$ cat config.mk
export PLATFORM = sky130hd
export DESIGN_NAME = bcd_addsub
export DESIGN_NICKNAME = d
export VERILOG_FILES = /design/src/rtl/bcd_pkg.sv /design/src/rtl/bcd_nines_comp.sv /design/src/rtl/bcd_digit_add.sv /design/src/rtl/bcd_addsub.sv
export SDC_FILE = /design/constraint.sdc
export NUM_CORES = 1
export LEC_CHECK = 0
export BUFFER_PORTS_ARGS = -buffer_cell sky130_fd_sc_hd__buf_2
export CAP_MARGIN = 20
export CORE_ASPECT_RATIO = 1.4
export CORE_UTILIZATION = 55
export DETAILED_ROUTE_END_ITERATION = 8
export GPL_TIMING_DRIVEN = 0
export PLACE_DENSITY = 0.9
export SETUP_SLACK_MARGIN = 0.5
export SYNTH_ARGS = -nofsm -noshare
export SYNTH_HDL_FRONTEND = slang
export SYNTH_SLANG_ARGS = --single-unit
$ cat constraint.sdc
create_clock -name vclk -period 16.3
set_input_delay 1.63 -clock vclk [all_inputs]
set_output_delay 1.63 -clock vclk [all_outputs]
set_load 0.02 [all_outputs]
$ cat src/rtl/bcd_pkg.sv
package bcd_pkg;
  localparam int DIGIT_W = 4;
  typedef logic [DIGIT_W-1:0] bcd_digit_t;
  localparam bcd_digit_t MAX_DIGIT = 4'd9;
endpackage

$ cat src/rtl/bcd_nines_comp.sv
module bcd_nines_comp
  import bcd_pkg::*;
(
  input  bcd_digit_t din_i,
  input  logic       comp_i,
  input  logic       dis_i,
  input  logic       zero_i,
  output bcd_digit_t dout_o
);
  bcd_digit_t nines;
  logic       do_comp;

  always_comb begin
    nines[0] = ~din_i[0];
    nines[1] = din_i[1];
    nines[2] = din_i[1] ^ din_i[2];
    nines[3] = ~(din_i[1] | din_i[2] | din_i[3]);
    do_comp  = comp_i & ~dis_i;
    if (zero_i)       dout_o = '0;
    else if (do_comp) dout_o = nines;
    else              dout_o = din_i;
  end

  always_comb begin
    if (zero_i) a_r2_zero_force : assert (dout_o == '0);
    if (!zero_i && comp_i && !dis_i && din_i <= MAX_DIGIT)
      a_r4_nines_total : assert (({1'b0, din_i} + {1'b0, dout_o}) == 5'd9);
    if (!zero_i && (!comp_i || dis_i))
      a_r5_pass_through : assert (dout_o == din_i);
  end
endmodule

$ cat src/rtl/bcd_digit_add.sv
module bcd_digit_add
  import bcd_pkg::*;
(
  input  bcd_digit_t x_i,
  input  bcd_digit_t y_i,
  input  logic       c_i,
  output bcd_digit_t d_o,
  output logic       c_o
);
  logic [DIGIT_W:0] raw;
  logic             over;

  always_comb begin
    raw  = {1'b0, x_i} + {1'b0, y_i} + {{DIGIT_W{1'b0}}, c_i};
    over = raw > {1'b0, MAX_DIGIT};
    d_o  = over ? raw[DIGIT_W-1:0] + 4'd6 : raw[DIGIT_W-1:0];
    c_o  = over;
  end

  always_comb begin
    if (x_i <= MAX_DIGIT && y_i <= MAX_DIGIT) begin
      a_r7_digit_range : assert (d_o <= MAX_DIGIT);
      a_r7_digit_value : assert (((c_o ? 5'd10 : 5'd0) + {1'b0, d_o}) ==
                                 ({1'b0, x_i} + {1'b0, y_i} + {4'b0, c_i}));
    end
  end
endmodule

$ cat src/rtl/bcd_addsub.sv
module bcd_addsub
  import bcd_pkg::*;
#(
  parameter int NDIG = 4
) (
  input  logic [4*NDIG-1:0] a_i,
  input  logic [4*NDIG-1:0] b_i,
  input  logic              sub_i,
  input  logic              comp_dis_i,
  input  logic              zero_i,
  input  logic              cin_i,
  output logic [4*NDIG-1:0] sum_o,
  output logic              cout_o,
  output logic              bad_digit_o
);
  localparam int W = DIGIT_W * NDIG;

  logic [NDIG:0]   carry;
  logic [NDIG-1:0] dig_bad;
  logic [W-1:0]    b_eff;

  assign carry[0] = cin_i | sub_i;

  for (genvar k = 0; k < NDIG; k++) begin : g_dig
    bcd_digit_t a_d, b_d;
    assign a_d = a_i[DIGIT_W*k +: DIGIT_W];
    assign b_d = b_i[DIGIT_W*k +: DIGIT_W];
    assign dig_bad[k] = (a_d > MAX_DIGIT) | (b_d > MAX_DIGIT);

    bcd_nines_comp u_comp (
      .din_i  (b_d),
      .comp_i (sub_i),
      .dis_i  (comp_dis_i),
      .zero_i (zero_i),
      .dout_o (b_eff[DIGIT_W*k +: DIGIT_W])
    );

    bcd_digit_add u_add (
      .x_i (a_d),
      .y_i (b_eff[DIGIT_W*k +: DIGIT_W]),
      .c_i (carry[k]),
      .d_o (sum_o[DIGIT_W*k +: DIGIT_W]),
      .c_o (carry[k+1])
    );
  end

  assign cout_o      = carry[NDIG];
  assign bad_digit_o = |dig_bad;

  always_comb begin
    if (zero_i && !bad_digit_o)
      a_r2_sum_is_a : assert ((sum_o == a_i && !cout_o) || carry[0]);
  end
endmodule

### After elaboration in Yosys (flattened, before gate mapping)

Cells that the tools add are included.

| word-level totals | value |
|---|---|
| bits of input ports | 36 |
| bits in registers | 0 |
| logic and storage cells | 64 |

| cells by class | value |
|---|---|
| multiplexer cells | 12 |
| $lt $le $gt $ge | 12 |
| reductions and logical operators | 1 |
| bitwise gates (word level) | 27 |
| add/sub/neg operators | 12 |

Operators by type and width:

| operator | number |
|---|---|
| two-way mux 4 bit | 12 |
| greater-than comparator 4 bit (second input constant) | 8 |
| adder 4 x 4 -> 5 bit | 4 |
| adder 5 x 1 -> 5 bit | 4 |
| greater-than comparator 5 x 4 -> 1 bit (second input constant) | 4 |
| adder 4 x 3 -> 4 bit (second input constant) | 4 |
| bitwise OR 1 bit | 13 |
| NOT 1 bit | 9 |
| OR reduction 4 bit | 1 |
| bitwise XOR 1 bit | 4 |
| bitwise AND 1 bit | 1 |

### Depth between registers and ports, before layout

Gate-level depths: netlist of the first run.

| depth | value |
|---|---|
| word-level depth | 15 |
| depth in mapped cells | 36 |

### Hierarchy

Synthesis of the first run repeated with hierarchy kept, for this count alone.

| second synthesis, totals | value |
|---|---|
| cells, all modules | 148 |
| area, all modules | 1,251.2 um^2 |

By module, submodules not included:

| module | instances | seq. area each (um^2) | area each (um^2) | cells each |
|---|---|---|---|---|
| bcd_digit_add | 4 | 0.0 | 211.5 | 22 |
| bcd_nines_comp | 4 | 0.0 | 85.1 | 12 |
| bcd_addsub | 1 | 0.0 | 65.1 | 12 |

### Worst setup path before layout of the first run

OpenSTA, ideal clock, no wires.

| path | value |
|---|---|
| path kind | input-to-output |
| from | input comp_dis_i |
| to | output sum_o[14] |
| arrival time | 9.331 ns |
| setup slack | 5.339 ns |
| stages on the path | 35 |
| data required time | 14.670 ns |
| buffers on the path | 1 |
| cells stage by stage | nand2b_1 -> clkbuf_1 -> xnor2_1 -> nand2b_1 -> fa_1 -> inv_1 -> fa_1 -> inv_1 -> ha_1 -> nand2b_1 -> a22o_1 -> o31a_1 -> fa_1 -> inv_1 -> fa_1 -> inv_1 -> ha_1 -> nand2b_1 -> a22o_1 -> o31a_1 -> fa_1 -> inv_1 -> fa_1 -> inv_1 -> ha_1 -> a22o_1 -> o31a_1 -> inv_1 -> fa_1 -> fa_1 -> xnor2_1 -> ha_1 -> a31o_1 -> o31ai_4 -> mux2i_1 |

| on the way | value |
|---|---|
| word-level cells in the longest chain between the ends | 14 |
| elaborated cells between the ends (all ways) | 24 |
| classes of those cells | 9 x add/sub; 4 x order compare; 9 x mux; 2 x bitwise |

RTL lines:

| what | line | RTL |
|---|---|---|
| start: declaration | bcd_addsub.sv:9 | `input logic comp_dis_i,` |
| NOT 1 bit (*) | bcd_nines_comp.sv:18 | `do_comp = comp_i & ~dis_i;` |
| bitwise AND 1 bit (*) | bcd_nines_comp.sv:18 |  |
| two-way mux 4 bit | bcd_nines_comp.sv:20 | `else if (do_comp) dout_o = nines;` |
| two-way mux 4 bit | bcd_nines_comp.sv:19 | `if (zero_i) dout_o = '0;` |
| adder 4 x 4 -> 5 bit | bcd_digit_add.sv:14 | `raw = {1'b0, x_i} + {1'b0, y_i} + {{DIGIT_W{1'b0}}, c_i};` |
| adder 5 x 1 -> 5 bit | bcd_digit_add.sv:14 |  |
| greater-than comparator 5 x 4 -> 1 bit | bcd_digit_add.sv:15 | `over = raw > {1'b0, MAX_DIGIT};` |
| adder 5 x 1 -> 5 bit | bcd_digit_add.sv:14 |  |
| greater-than comparator 5 x 4 -> 1 bit | bcd_digit_add.sv:15 |  |
| adder 5 x 1 -> 5 bit | bcd_digit_add.sv:14 |  |
| greater-than comparator 5 x 4 -> 1 bit | bcd_digit_add.sv:15 |  |
| adder 5 x 1 -> 5 bit (*) | bcd_digit_add.sv:14 |  |
| greater-than comparator 5 x 4 -> 1 bit (*) | bcd_digit_add.sv:15 |  |
| net cout_o | bcd_addsub.sv:13 | `output logic cout_o,` |
| two-way mux 4 bit (*) | bcd_digit_add.sv:16 | `d_o = over ? raw[DIGIT_W-1:0] + 4'd6 : raw[DIGIT_W-1:0];` |
| end: declaration | bcd_addsub.sv:12 | `output logic [4*NDIG-1:0] sum_o,` |

Mark *: on every way through the listed nets, which the timed path passes. The rest lies on a longest branch.

### Worst setup path in the final report of the first run

| path | value |
|---|---|
| from | input comp_dis_i |
| to | output sum_o[15] |

| on the way | value |
|---|---|
| word-level cells in the longest chain between the ends | 14 |
| elaborated cells between the ends (all ways) | 24 |
| classes of those cells | 9 x add/sub; 4 x order compare; 9 x mux; 2 x bitwise |

RTL lines:

| what | line |
|---|---|
| NOT 1 bit (*) | bcd_nines_comp.sv:18 |
| bitwise AND 1 bit (*) | bcd_nines_comp.sv:18 |
| two-way mux 4 bit | bcd_nines_comp.sv:20 |
| two-way mux 4 bit | bcd_nines_comp.sv:19 |
| adder 4 x 4 -> 5 bit | bcd_digit_add.sv:14 |
| adder 5 x 1 -> 5 bit | bcd_digit_add.sv:14 |
| greater-than comparator 5 x 4 -> 1 bit | bcd_digit_add.sv:15 |
| adder 5 x 1 -> 5 bit | bcd_digit_add.sv:14 |
| greater-than comparator 5 x 4 -> 1 bit | bcd_digit_add.sv:15 |
| adder 5 x 1 -> 5 bit | bcd_digit_add.sv:14 |
| greater-than comparator 5 x 4 -> 1 bit | bcd_digit_add.sv:15 |
| adder 5 x 1 -> 5 bit (*) | bcd_digit_add.sv:14 |
| adder 4 x 3 -> 4 bit / greater-than comparator 5 x 4 -> 1 bit (equally long branches) | bcd_digit_add.sv:16, bcd_digit_add.sv:15 |
| two-way mux 4 bit (*) | bcd_digit_add.sv:16 |

Every way passes the cells marked *; elsewhere a longest branch is shown, timed or not.

==> results of run 1 <==
==> kinds of logic after synthesis <==
logic type / count (synthesis) / synth area share
AND/OR/NAND/NOR: 48 / 0.202
adder cells (fa/ha/maj): 31 / 0.348
multiplexers: 5 / 0.0389
buffers and inverters: 26 / 0.0758
XOR/XNOR: 12 / 0.0816
AO/OA/AOI/OAI: 49 / 0.254
==> worst min-delay path by stage <==
| stage | cells past startpoint | end | slack (ns) | start |
|---|---|---|---|---|
| floorplan | 3 | bad_digit_o | 3.51 | b_i[13] |
| detailed placement | 3 | sum_o[12] | 3.70 | a_i[12] |
| global route | 3 | sum_o[12] | 3.73 | a_i[12] |
| CTS | 3 | sum_o[12] | 3.71 | a_i[12] |
| global placement | 3 | sum_o[12] | 3.71 | a_i[12] |
| finish | 3 | sum_o[12] | 3.70 | a_i[12] |
==> Yosys cell counts (3+ instances only) <==
| library cell | n |
|---|---|
| sky130_fd_sc_hd__a21boi_0 | 4 |
| sky130_fd_sc_hd__a21o_1 | 3 |
| sky130_fd_sc_hd__a21oi_1 | 17 |
| sky130_fd_sc_hd__a22o_1 | 3 |
| sky130_fd_sc_hd__and3b_1 | 3 |
| sky130_fd_sc_hd__clkbuf_1 | 3 |
| sky130_fd_sc_hd__fa_1 | 8 |
| sky130_fd_sc_hd__ha_1 | 23 |
| sky130_fd_sc_hd__inv_1 | 23 |
| sky130_fd_sc_hd__mux2i_1 | 5 |
| sky130_fd_sc_hd__nand2_1 | 12 |
| sky130_fd_sc_hd__nand2b_1 | 7 |
| sky130_fd_sc_hd__nand3b_1 | 7 |
| sky130_fd_sc_hd__nor2_1 | 10 |
| sky130_fd_sc_hd__o21ai_0 | 8 |
| sky130_fd_sc_hd__o22ai_1 | 3 |
| sky130_fd_sc_hd__o31a_1 | 4 |
| sky130_fd_sc_hd__or2_2 | 3 |
| sky130_fd_sc_hd__xnor2_1 | 12 |
==> layer usage <==
metal / track usage / vias to the layer above / wire length (um) / share of wire
met3: 0.0152 / 4 / 125 / 0.040
met4: 0.0446 / 0 / 27 / 0.0086
met5: 0 / - / 0 / 0
li1: - / 707 / - / -
met1: 0.256 / 649 / 1190 / 0.38
met2: 0.567 / 47 / 1780 / 0.57
==> tightest hold or removal path, stage by stage <==
cell	delay, ns
sky130_fd_sc_hd__buf_2	0.09
sky130_fd_sc_hd__fa_1	0.18
sky130_fd_sc_hd__buf_2	0.17
==> final cells by class <==
cell class | count | area [um^2] | share of cell area
repair buffers | 54 | 270 | 0.170
inverters | 23 | 86.3 | 0.0545
multi-input cells | 145 | 1190 | 0.751
well taps | 22 | 27.5 | 0.0174
plain buffers | 3 | 11.3 | 0.00710
==> power groups by stage <==
stage | Sequential (mW) | Combinational, mW | Clock, mW
2_1_floorplan | 0 | 0.106 | 0
3_3_place_gp | 0 | 0.141 | 0
6_report | 0 | 0.145 | 0
3_5_place_dp | 0 | 0.145 | 0
5_1_grt | 0 | 0.160 | 0
4_1_cts | 0 | 0.146 | 0
==> per-stage QoR <==
stage | setup slack (ns) | cells | hold slack [ns] | instance area, um^2
2_1_floorplan | 5.34 | 171 | 3.51 | 1290
3_3_place_gp | 4.95 | 247 | 3.71 | 1590
3_5_place_dp | 4.76 | 247 | 3.70 | 1590
4_1_cts | 4.74 | 247 | 3.71 | 1590
5_1_grt | 4.12 | 247 | 3.73 | 1590
6_report | 4.69 | 247 | 3.70 | 1590
==> results by stage, run 1 <==
Cells and area:
- The sequential cells in the finished layout cover a total of 0 um^2.
- Leaving out fill and tap cells, the most frequent cells in the layout are sky130_fd_sc_hd__buf_2, sky130_fd_sc_hd__inv_1, sky130_fd_sc_hd__ha_1.
- The library cell used most frequently in the layout, excluding fill and tap cells, is sky130_fd_sc_hd__buf_2.
- The final net count is 294.
- The number of antenna diodes in the final layout is 0.
- For this run, the share of the core covered by cells in the final layout is 0.720.
- The number of clock buffer instances in the layout is 0.
- The filler cells instantiated in the layout total 195.
- The design has 0 sequential cells.
- In the final layout, the share of cells above drive strength 1 is 0.267.
- The area growth from synthesis to final layout is 23.1%.

Pwr:
- The share of total power dissipated in the clock network is 0.
- The internal power consumption is 0.0602 mW.
- The share of total power dissipated in sequential elements is 0.
- The leakage power is 0.865 nW.
- The net switching power is 0.0848 mW.
- The peak ir drop on the vdd network is about 63 uV.
- The post-route total power is 0.145 mW.
- The power density over the cells is between 90 and 100 nW/um^2.
- Of the total power, combinational logic draws 1.000.
- Of the total power, the share spent switching nets is 0.585.

Setup path:
- The startpoint type of the worst setup path is an input port.
- The logic depth of the worst setup path including buffers is 37.
- The required time reported for the critical path endpoint is 14.67 ns.
- The kind of cell adding the most delay to the critical path is adder cells.
- The type of the setup path with the least slack is in -> out.
- The stage delay of the slowest cell on the critical path is 0.54 ns.
- The number of buffers and inverters on the critical path is 9.
- The critical path endpoint is sum_o[15].
- The biggest fanout along the worst timing path is 10.
- The critical path starts at comp_dis_i.
- At the worst endpoint, the arrival time is between 9 and 10 ns.
- In this design, the critical path's most frequently occurring cell is sky130_fd_sc_hd__fa_1.
- The slowest cell on the critical path is sky130_fd_sc_hd__a2111oi_0.
- STA classifies the critical path endpoint as an output pin.

Routing:
- The total number of vias is 1407.
- The wire length after detailed routing is 3120 um.
- In the final routed layout, each cell accounts on average for 12.6 um.
- In the routed design, unresolved DRC markers number 0.
- The first-pass iteration count of the detailed router is 4.
- In the routed layout, each cell is associated on average with a via count of 5.70.
- After the first detailed-routing iteration, the DRC count stood at 23.
- Once detail routing completed, the nets flagged for antenna violations numbered 0.

STA:
- The number of failing hold endpoints at the final stage is 0.
- Setup repair after global routing left no endpoint under its margin.
- The transition time at the pin with the least slew margin is ~0.52 ns.
- In this run the tightest slew margin relative to its limit is 0.647.
- The final-report max-slew violation count is 0.
- The final setup violation count is 0.
- The total negative slack is 0 ns.
- The final period utilization is 0.712.
- The highest clock rate is roughly 86 MHz.
- The clock period could shrink to 11.61 ns.

Global route:
- The wire length of the first global-routing pass is 5370 um.
- The number of antenna violations at the first check in global routing was 0.
- Across every metal layer, demand over resource in global routing totals 0.260.
- The pin count of the biggest net entering global routing is 11.
- Summed over all layers, the global routing overflow is 0.
- The number of global-route vias before repair is 1430.

Placed design:
- The placed wire-length estimate is 2820 um.
- The weighted congestion at the end of routability-driven global placement is 0.744.
- The number of input and output port buffers inserted is 54.

Synthesis:
- The synthesized netlist occupies a cell area of 1290 um^2.
- The register area share after synthesis is 0.
- Yosys attributes the largest share of cell area to sky130_fd_sc_hd__ha_1, sky130_fd_sc_hd__fa_1, sky130_fd_sc_hd__xnor2_1.
- The number of warnings reported in the yosys synthesis log is 0.
- The number of nets in the synthesized netlist is approximately 240.
- Synthesis produced a netlist whose cell count is ~170.
- The mean area per synthesized cell is 7.53 um^2.
- The cell accounting for the most synthesized area is sky130_fd_sc_hd__ha_1.
- The distinct cell type count of the synthesized netlist is 29.
- The top-area cell type share of the netlist area is 0.224.

Clock tree:
- The number of post-CTS setup repair buffers is 0.
- The post-cts sizing count is 0.
- Hold repair after CTS inserted 0 buffers.

Outcome:
- The flow ran to the end, and the final reports show no timing, DRC or antenna violations.

Floorplan:
- 54 I/O pins were placed.
- The number of placement rows is 20.
- The starting utilization of the core area is 0.585.
- The width of the chip is 42.9 um.
- The overall die area is roughly 2500 um^2.
- The vertical extent of the die is between 50 and 60 um.
- The total area inside the core boundary comes to around 2200 um^2.

Hold path:
- The worst min-delay path class is in -> out.

Run:
- The count of max-cap constraint violations is 0.
No activity file was read; power rests on OpenSTA's default activity.
==> run 2: changes to the inputs <==
Settings changed: ABC_AREA set to 1, CORE_UTILIZATION 55 to 54, PLACE_DENSITY 0.9 to 0.86.
Clock period 16.3 ns to 11 ns, I/O delays scaled along.
==> results by stage, run 2 <==
Outcome:
- The run finished with clean final reports.

Global route:
- The number of antenna violations at the first check in global routing was 0 (unchanged).
- The global-route total usage across every layer was 0.235 (-0.0242).
- The number of global-route vias before repair is 1591 (+11%).
- The wire length of the first global-routing pass came to 5740 um (+6.9%).
- The pin count of the biggest net entering global routing is 11 (unchanged).
- The total congestion overflow is 0 (unchanged).

Cells and area:
- The final standard cell area without fillers is 1840 um^2 (+16%).
- In the layout the commonest cells are sky130_fd_sc_hd__nand2_1, sky130_fd_sc_hd__buf_2, sky130_fd_sc_hd__inv_1.
- Leaving out fill and tap cells, the most frequent cell in the layout is sky130_fd_sc_hd__nand2_1.
- The number of antenna cells inserted is 0 (unchanged).
- The sequential cell count came to 0 (unchanged).
- The number of clock buffer instances in the layout was 0 (unchanged).
- The final net count is 384 (+31%).
- The non-filler instance count after layout is 351 (+42%).
- The area of all sequential standard cells is 0 um^2 (unchanged).
- Compared with the post-synthesis result, the final layout area differs by 20.2%.
- The layout cell share with drive strength beyond 1 is 0.267 (unchanged).

Floorplan:
- The placeable core region was 2670 um^2 (+21%).
- The width of the chip is 47.0 um (+9.6%).
- The vertical extent of the die is 65.0 um (+9.8%).
- The number of placement rows is 22 (+10%).
- The starting utilization of the core area was 0.574 (-0.0106).
- The I/O pin count is 54 (unchanged).
- The overall die area was 3060 um^2 (+20%).

Synthesis:
- The number of warnings reported in the yosys synthesis log is 0 (unchanged).
- The summed instance area of the synthesized netlist is 1530 um^2 (+19%).
- Sorting the synthesized cells by area gives the leading types as sky130_fd_sc_hd__ha_1, sky130_fd_sc_hd__nand2_1, sky130_fd_sc_hd__inv_1.
- The number of nets in the synthesized netlist is 329 (+38%).
- The instance count of the mapped netlist was 262 (+53%).
- The distinct cell type count of the synthesized netlist came to 22 (-24%).
- The register area share after synthesis is 0 (unchanged).
- The commonest cells after synthesis are sky130_fd_sc_hd__nand2_1, sky130_fd_sc_hd__inv_1, sky130_fd_sc_hd__nand3_1.
- By instance count, the leading cell after synthesis is sky130_fd_sc_hd__nand2_1.
- The cell accounting for the most synthesized area is sky130_fd_sc_hd__ha_1.
- The top-area cell type share of the netlist area came to 0.188 (-0.0358).
- The mean area per synthesized cell is 5.85 um^2 (-22%).

Routing:
- The wire length after detailed routing is 3230 um (+3.4%).
- The number of violations reported at the end of detailed-routing iteration 0 is 29 (+26%).
- The first-pass iteration count of the detailed router is 4 (unchanged).
- The number of nets with antenna violations after routing is 0 (unchanged).
- The total number of vias is 1720 (+22%).
- The count of unresolved DRC violations after routing is 0 (unchanged).
- The routed wirelength normalized by instance count is 9.19 um (-27%).
- The via density per instance is 4.90 (-14%).

Setup path:
- The type of the setup path with the least slack is in -> out.
- The critical path starts at zero_i.
- In this run the worst setup path terminates at sum_o[14].
- The required time reported for the critical path endpoint is 9.90 ns (-4.77 ns).
- The data arrival time at the worst-slack endpoint came to 8.37 ns (-1.61 ns).
- The biggest fanout along the worst timing path came to 9 (-1).
- The stage delay of the slowest cell on the critical path is 0.53 ns (about the same).
- STA classifies the critical path startpoint as an input port.
- The cell type with the highest occurrence count on the critical path is sky130_fd_sc_hd__inv_1.
- The worst setup path is captured at an output pin.
- The slowest stage of the critical path is the sky130_fd_sc_hd__fa_1 cell.

Placed design:
- The placed standard-cell area is 1840 um^2 (+16%).
- The weighted congestion at the end of routability-driven global placement is 0.862 (+16%).
- The post-place setup slack is 1.52 ns (-3.23 ns).
- The number of input and output port buffers inserted is 53 (-1.9%).
- The placed wire-length estimate is 2920 um (+3.9%).
- The number of placed cells counting well taps is 351 (+42%).

STA:
- The number of failing hold endpoints at the final stage was 0 (unchanged).
- The highest clock rate is between 100 and 150 MHz.
- Setup repair after global routing left no endpoint under its margin.
- The transition time at the pin with the least slew margin is 0.350 ns (-0.166 ns).
- The total negative slack is 0 ns (unchanged).
- The tightest slew margin relative to the limit is 0.767 (+0.120).
- The final setup violation count is 0 (unchanged).
- The setup slack of the critical path after layout is 1.53 ns (-3.16 ns).
- The final-report max-slew violation count is 0 (unchanged).
- The worst path needs 9.47 ns of the cycle, external delays included.
- The final period utilization is 0.861.

Pwr:
- The peak ir drop on the vdd network is 77.3 uV (+23%).
- The power density over the cells is 116 nW/um^2 (+27%).
- The leakage power came to 1.17 nW (+35%).

Hold path:
- In this run the worst hold path is classified as in -> out.

Clock tree:
- The number of post-CTS setup repair buffers is 0 (unchanged).
- The post-cts sizing count is 0 (unchanged).
- The number of hold buffers added after CTS is 0 (unchanged).

Run:
- The count of max-cap constraint violations is 0 (unchanged).
run 2: cell types whose count changed in the layout (fill, tap and decap cells not counted), moves of 7 or more:
cell | previous run | this run
sky130_fd_sc_hd__nand2_2 | 0 | 9
sky130_fd_sc_hd__inv_1 | 23 | 52
sky130_fd_sc_hd__nand2b_1 | 7 | 0
sky130_fd_sc_hd__nand3_1 | 1 | 27
sky130_fd_sc_hd__xnor2_1 | 12 | 0
sky130_fd_sc_hd__nand2_1 | 12 | 72
run 2: area by class of cell:
cell class / instances / area (um^2)
well taps: 36 / 45.0
inverters: 57 / 214
repair buffers: 53 / 265
fillers: 267 / 827
multi-input cells: 203 / 1300
plain buffers: 2 / 16.3
run 2: metrics by stage:
step                total power [mW]   util  hold WS [ns]
finish                         0.214  0.690          2.62
global route                   0.246  0.690          2.67
CTS                            0.216  0.690          2.63
detailed placement             0.215  0.690          2.63
global placement               0.210  0.690          2.63
floorplan                      0.162      -          2.45
run 2: worst min path at each step:
| stage | depth (start not counted) | startpoint | endpoint | slack [ns] |
|---|---|---|---|---|
| floorplan | 2 | a_i[9] | bad_digit_o | 2.45 |
| global placement | 3 | a_i[12] | sum_o[12] | 2.63 |
| detailed placement | 4 | a_i[7] | bad_digit_o | 2.63 |
| CTS | 4 | a_i[7] | bad_digit_o | 2.63 |
| global route | 4 | a_i[7] | bad_digit_o | 2.67 |
| finish | 4 | a_i[7] | bad_digit_o | 2.62 |
run 2: kinds of logic after synthesis:
kind of cell | Yosys count | share of synthesized area
AOI/OAI and AO/OA | 37 | 0.152
adders and majority gates | 31 | 0.292
buffers and inverters | 59 | 0.150
and+or+nand+nor | 135 | 0.406
run 2: routing by layer:
| metal | wire [um] | GRT usage | up-vias |
|---|---|---|---|
| li1 | - | - | 937 |
| met1 | 1380 | 0.257 | 737 |
| met2 | 1720 | 0.481 | 44 |
| met3 | 120 | 0.00836 | 2 |
| met4 | 10 | 0.0143 | 0 |
| met5 | 0 | 0 | - |
run 2: power breakdown:
group          switching (mW)  total, mW  internal, mW
clock network               0          0             0
registers                   0          0             0
logic                   0.135      0.214        0.0785
total                   0.135      0.214        0.0785
run 2: worst max-delay path: cells and delay by family:
kind | cells | cell delay [ns]
fa+ha+maj | 12 | 4.13
simple gates | 19 | 1.38
buf+inv | 15 | 1.57
compound gates | 1 | 0.15
